### src/rtl/beep_pkg.sv
package beep_pkg;
  localparam int SMP_W  = 16;
  localparam int FREQ_W = 8;
  localparam int LVL_W  = 4;
  localparam int CFG_W  = 16;

  localparam int MUTE_BIT = 15;
  localparam int SRC_BIT  = 14;
  localparam int FREQ_LSB = 5;
  localparam int LVL_LSB  = 1;

  localparam logic [CFG_W-1:0] CFG_RESET = 16'h8000;
  localparam logic [CFG_W-1:0] CFG_MASK  = 16'hDFFE;

  typedef struct packed {
    logic              mute;
    logic              src_ext;
    logic [FREQ_W-1:0] freq;
    logic [LVL_W-1:0]  lvl;
  } beep_cfg_t;

  function automatic logic [SMP_W-1:0] level_of(input int n);
    int a;
    a = 32767;
    for (int i = 0; i < n; i++) a = (a * 708) / 1000;
    return a[SMP_W-1:0];
  endfunction
endpackage

### src/rtl/beep_cfg_reg.sv
module beep_cfg_reg
  import beep_pkg::*;
(
  input  logic             clk,
  input  logic             rst_n,
  input  logic             we,
  input  logic [CFG_W-1:0] wdata,
  output logic [CFG_W-1:0] rdata,
  output beep_cfg_t        cfg
);
  logic [CFG_W-1:0] word_q;

  always_ff @(posedge clk or negedge rst_n) begin
    if (!rst_n)  word_q <= CFG_RESET;
    else if (we) word_q <= wdata & CFG_MASK;
  end

  assign rdata       = word_q;
  assign cfg.mute    = word_q[MUTE_BIT];
  assign cfg.src_ext = word_q[SRC_BIT];
  assign cfg.freq    = word_q[FREQ_LSB +: FREQ_W];
  assign cfg.lvl     = word_q[LVL_LSB +: LVL_W];
endmodule

### src/rtl/beep_phase_gen.sv
module beep_phase_gen #(
  parameter int FREQ_W = 8
) (
  input  logic              clk,
  input  logic              rst_n,
  input  logic              tick,
  input  logic [FREQ_W-1:0] freq,
  output logic              pos,
  output logic              active
);
  localparam int HALF_W = FREQ_W + 1;

  logic [HALF_W-1:0] cnt_q, half_q, eff, new_half;
  logic              idle_q, pos_q;

  assign new_half = {freq, 1'b0};
  assign eff      = idle_q ? new_half : half_q;
  assign active   = (freq != '0);
  assign pos      = pos_q;

  always_ff @(posedge clk or negedge rst_n) begin
    if (!rst_n) begin
      cnt_q  <= '0;
      half_q <= '0;
      idle_q <= 1'b1;
      pos_q  <= 1'b1;
    end else if (tick) begin
      if (!active) begin
        cnt_q  <= '0;
        idle_q <= 1'b1;
        pos_q  <= 1'b1;
      end else begin
        idle_q <= 1'b0;
        if (cnt_q == eff - 1'b1) begin
          cnt_q  <= '0;
          pos_q  <= ~pos_q;
          half_q <= new_half;
        end else begin
          cnt_q  <= cnt_q + 1'b1;
          half_q <= eff;
        end
      end
    end
  end
endmodule

### src/rtl/beep_level_rom.sv
module beep_level_rom
  import beep_pkg::*;
(
  input  logic [LVL_W-1:0] lvl,
  output logic [SMP_W-1:0] amp
);
  localparam int DEPTH = 1 << LVL_W;

  logic [SMP_W-1:0] tbl [DEPTH];

  for (genvar g = 0; g < DEPTH; g++) begin : g_lvl
    assign tbl[g] = level_of(g);
  end

  assign amp = tbl[lvl];
endmodule

### src/rtl/beep_tone_gen.sv
module beep_tone_gen
  import beep_pkg::*;
(
  input  logic        clk,
  input  logic        rst_n,
  input  logic        tick,
  input  logic        cfg_we,
  input  logic [15:0] cfg_wdata,
  output logic [15:0] cfg_rdata,
  input  logic [15:0] ext_sample,
  output logic        smp_valid,
  output logic [15:0] smp_data
);
  beep_cfg_t        cfg;
  logic             pos, active;
  logic [SMP_W-1:0] amp, tone, nxt;

  beep_cfg_reg u_cfg (
    .clk   (clk),
    .rst_n (rst_n),
    .we    (cfg_we),
    .wdata (cfg_wdata),
    .rdata (cfg_rdata),
    .cfg   (cfg)
  );

  beep_phase_gen #(.FREQ_W(FREQ_W)) u_phase (
    .clk    (clk),
    .rst_n  (rst_n),
    .tick   (tick),
    .freq   (cfg.freq),
    .pos    (pos),
    .active (active)
  );

  beep_level_rom u_rom (
    .lvl (cfg.lvl),
    .amp (amp)
  );

  always_comb begin
    if (!active)  tone = '0;
    else if (pos) tone = amp;
    else          tone = (~amp) + 1'b1;

    if (cfg.mute)         nxt = '0;
    else if (cfg.src_ext) nxt = ext_sample;
    else                  nxt = tone;
  end

  always_ff @(posedge clk or negedge rst_n) begin
    if (!rst_n) begin
      smp_valid <= 1'b0;
      smp_data  <= '0;
    end else begin
      smp_valid <= tick;
      if (tick) smp_data <= nxt;
    end
  end
endmodule

### config.mk
export PLATFORM = sky130hd
export DESIGN_NAME = beep_tone_gen
export DESIGN_NICKNAME = d
export VERILOG_FILES = /design/src/rtl/beep_pkg.sv /design/src/rtl/beep_cfg_reg.sv /design/src/rtl/beep_phase_gen.sv /design/src/rtl/beep_level_rom.sv /design/src/rtl/beep_tone_gen.sv
export SDC_FILE = /design/constraint.sdc
export NUM_CORES = 1
export LEC_CHECK = 0
export ABC_CLOCK_PERIOD_IN_PS = 3520
export BUFFER_PORTS_ARGS = -buffer_cell sky130_fd_sc_hd__buf_2
export CORE_MARGIN = 5
export CORE_UTILIZATION = 55
export CTS_BUF_LIST = sky130_fd_sc_hd__clkbuf_8
export DETAILED_ROUTE_END_ITERATION = 10
export PLACE_DENSITY_LB_ADDON = 0.1
export SLEW_MARGIN = 30
export SYNTH_ARGS = -nofsm -noshare
export SYNTH_HDL_FRONTEND = slang
export SYNTH_SLANG_ARGS = --single-unit
### constraint.sdc
create_clock -name clk -period 3.52 [get_ports clk]
set_input_delay 0.176 -clock clk [delete_from_list [all_inputs] [get_ports clk]]
set_output_delay 0.176 -clock clk [all_outputs]
set_load 0.005 [all_outputs]
==> reports/results.md <==
Worst setup path
• u_phase.idle_q — start point of the critical path
• u_phase.half_q[2] — capture point of the worst path
• flop — CP Launch Type
• 9 — crit path max fanout
• 3.73 ns — required time at the endpoint of the critical path
• u_phase.idle_q — startpoint of the most critical register-to-register path
• u_phase.half_q[2] — reg2reg end
• flop to flop — WS Path Type
• 9 — Worst Reg-to-Reg Cells
• flop — CP Capture Type
• 3.28 ns — Worst EP arrival
• 0.45 ns — worst setup slack for register-to-register paths

Placed design
• 64 — count of port buffers added during placement
• 5300 um — placed wire-length estimate
• 0.436 ns — post-placement setup slack
• 454 — DP Cell Count
• 0.802 — final weighted congestion in routability-driven placement

Synth
• sky130_fd_sc_hd__dfrtp_1 (38%), sky130_fd_sc_hd__mux2_2 (7.0%), sky130_fd_sc_hd__xnor2_1 (5.8%), sky130_fd_sc_hd__ha_1 (3.9%), sky130_fd_sc_hd__nand2_1 (3.2%) — Synth area leaders
• 100% — fraction of synthesis flops using an asynchronous set or reset pin
• 336 — cell count after synthesis
• 0 — number of enable-type register cells in the synthesized netlist
• 51 — number of storage elements in the synthesis netlist
• 40.0% — sequential element share of the synthesized area
• sky130_fd_sc_hd__dfrtp_1 — Yosys top cell by area
• 9.52 sq um — post-synthesis average cell area
• 37.6% — area fraction of the dominant cell type after synthesis
• 3200 sq um — Post-Synthesis Cell Area
• 0 — warning count from the yosys run
• 49 — post-synth cell types
• sky130_fd_sc_hd__dfrtp_1 — most common flop cell mapped by yosys

Power
• 0.00201 W — overall power after layout
• 552 nW/um^2 — total power per unit cell area
• 1.61 nW — leakage
• 0.289 mV — maximum ir drop on the vdd rail

Final layout
• 463 — number of standard cells in the final layout excluding fillers
• sky130_fd_sc_hd__buf_2 (64), sky130_fd_sc_hd__dfrtp_1 (48), sky130_fd_sc_hd__nand2_1 (27) — most used cells in the layout excluding fill and tap cells
• 13.7% — synthesis-to-layout area growth
• sky130_fd_sc_hd__buf_2 — most common cell after layout, fill and taps aside
• 436 — net count of the finished layout
• 27.4% — proportion of layout cells with a drive suffix above 1
• 0 — number of diodes

Job
• 0 — reported max-cap violation count

Timing
• 0.764 ns — Slew @ Worst Pin
• 326 MHz — maximum clock frequency
• 87.3% — share of the cycle needed by the critical path after routing
• 0 — final hold vios
• 0.448 ns — Worst Slack Setup Final
• 3.07 ns — final critical-path required period
• false — unrepaired setup endpoints after global routing
• 0.0789 ns — worst hold-check slack
• 49.1% — tightest slew margin relative to the limit
• 0 ns — Final TNS setup
• 0 — Final Setup Violations
• 0.0132 ns — clock skew
• 0 — Final Slew Violations

Detailed routing
• 3780 um — Detail Route met2 WL
• met4 — DR top layer
• 4 — First-pass DRT Iterations
• 0 — residual antenna-violating net count after detailed routing
• 0 — number of remaining DRC errors
• 15.4 um — wire per inst
• 248 um — wire length on met3
• 5.68 — via count normalized by instance count
• 2630 — via count
• 7140 um — Routed WL
• 3010 um — post-route met1 wirelength
• 104 — DRC violation total after the first TritonRoute iteration

Floorplan
• 57.4% — initial cell density of the core
• 86.3 um — die boundary height
• 69 — num ports
• 86.3 um — Die W
• 5570 sq um — floorplan core area
• 7440 sq um — Die ar.
• 27 — FP Rows

Clock network
• 0.11 ns — clock slew at reported path FFs
• 5 — CTS Buf Count
• 51 — sink count of the clock tree
• 0.31 ns — latest clock arrival within the worst-skew pair
• 0 — post-CTS setup-driven buffer insertion count
• built — TritonCTS clock tree
• 2 — number of H-tree levels
• sky130_fd_sc_hd__clkbuf_8 — cell chosen for the clock root
• 2 — Longest Clk Path Bufs

GRT
• 12400 um — global-route wire length before repair
• 2614 — via count of the first global-routing pass
• 20.5% — overall routing resource usage
• 0 — remaining global-route overflow
• 0 — initial antenna violation count
• 52 — pin count of the biggest net entering global routing

Status
• completed — run status

Worst hold path
• input pin to flop — class of the tightest hold or removal check

-- worst min path at each step --
| stage | startpoint | endpoint | slack (ns) | cells past startpoint |
|---|---|---|---|---|
| global placement | rst_n | u_cfg.rdata[5] | 0.33 | 2 |
| detailed placement | rst_n | u_cfg.rdata[7] | 0.33 | 2 |
| global route | cfg_wdata[8] | u_cfg.rdata[8] | 0.07 | 2 |
| floorplan | rst_n | smp_data[0] | -0.12 | 0 |
| finish | cfg_wdata[4] | u_cfg.rdata[4] | 0.08 | 3 |
| CTS | cfg_wdata[4] | u_cfg.rdata[4] | 0.07 | 3 |
-- power breakdown --
part	switching (W)	internal, W
clock network	0.000208	0.000147
registers	0.000163	0.000708
logic	0.000381	0.000399
total	0.000753	0.00125
-- synth_stat cells, drive strengths merged (5+ instances only) --
cell type  number
inv            17
nand2b          5
xnor2          21
xor2            9
or3             5
ha             10
nand2          27
clkbuf         16
nor3            9
a22oi           8
buf             5
a31oi           6
dfrtp          48
nor2           21
o21ai          21
mux2           20
a21oi          12
mux2i           7
o21a            5
o22ai          12
-- final cells by class --
type,count,area (sq um)
fill,475,1940
multi-input combinational,248,1760
sequential,51,1280
clock inverter,3,26.3
tap,72,90.1
clock buffer,5,68.8
inverter,17,63.8
timing repair buffer,67,345
-- through the flow --
stage / utilization [%] / cell area, sq um
floorplan: - / 3200
global placement: 63.3 / 3530
detailed placement: 63.3 / 3530
CTS: 65.2 / 3630
global route: 65.2 / 3630
finish: 65.2 / 3630
-- logic make-up after synthesis --
| group | share of synthesized area [%] |
|---|---|
| fa+ha+maj | 3.91 |
| other cells | 0.117 |
| buf+inv | 5.05 |
| compound gates | 16.8 |
| simple gates | 15.3 |
| mux | 10.6 |
| xor+xnor | 8.22 |
| flops | 40.0 |
-- registers in the layout (all words and copies together), names as in the netlist --
name            count
u_phase.cnt_q       9
u_phase.idle_q      1
u_phase.half_q      9
smp_data           16
u_phase.pos         1
smp_valid           1
u_cfg.rdata        14
-- metal layers --
layer / vias to the layer above / track usage, %
met5: - / 0
met4: 0 / 4.96
met3: 10 / 3.42
met2: 51 / 36.3
met1: 1269 / 26.1
li1: 1300 / -
-- worst max-delay path, stage by stage (launching register included) --
cell                       delay [ns]
sky130_fd_sc_hd__dfstp_2         0.63
sky130_fd_sc_hd__mux2i_1         0.21
sky130_fd_sc_hd__ha_1            0.24
sky130_fd_sc_hd__nor4b_1         0.34
sky130_fd_sc_hd__a31oi_1         0.11
sky130_fd_sc_hd__or4_1           0.53
sky130_fd_sc_hd__nand4_1         0.16
sky130_fd_sc_hd__a211oi_4        0.08
sky130_fd_sc_hd__o21ai_4         0.29
sky130_fd_sc_hd__mux2_2          0.37
-- repair_timing --
action,CTS,global route
gates resized for setup,0,0
endpoints found under the setup margin,0,0
hold buffers,1,0
endpoints found under the hold margin,39,0
No activity file was read; power rests on OpenSTA's default activity.
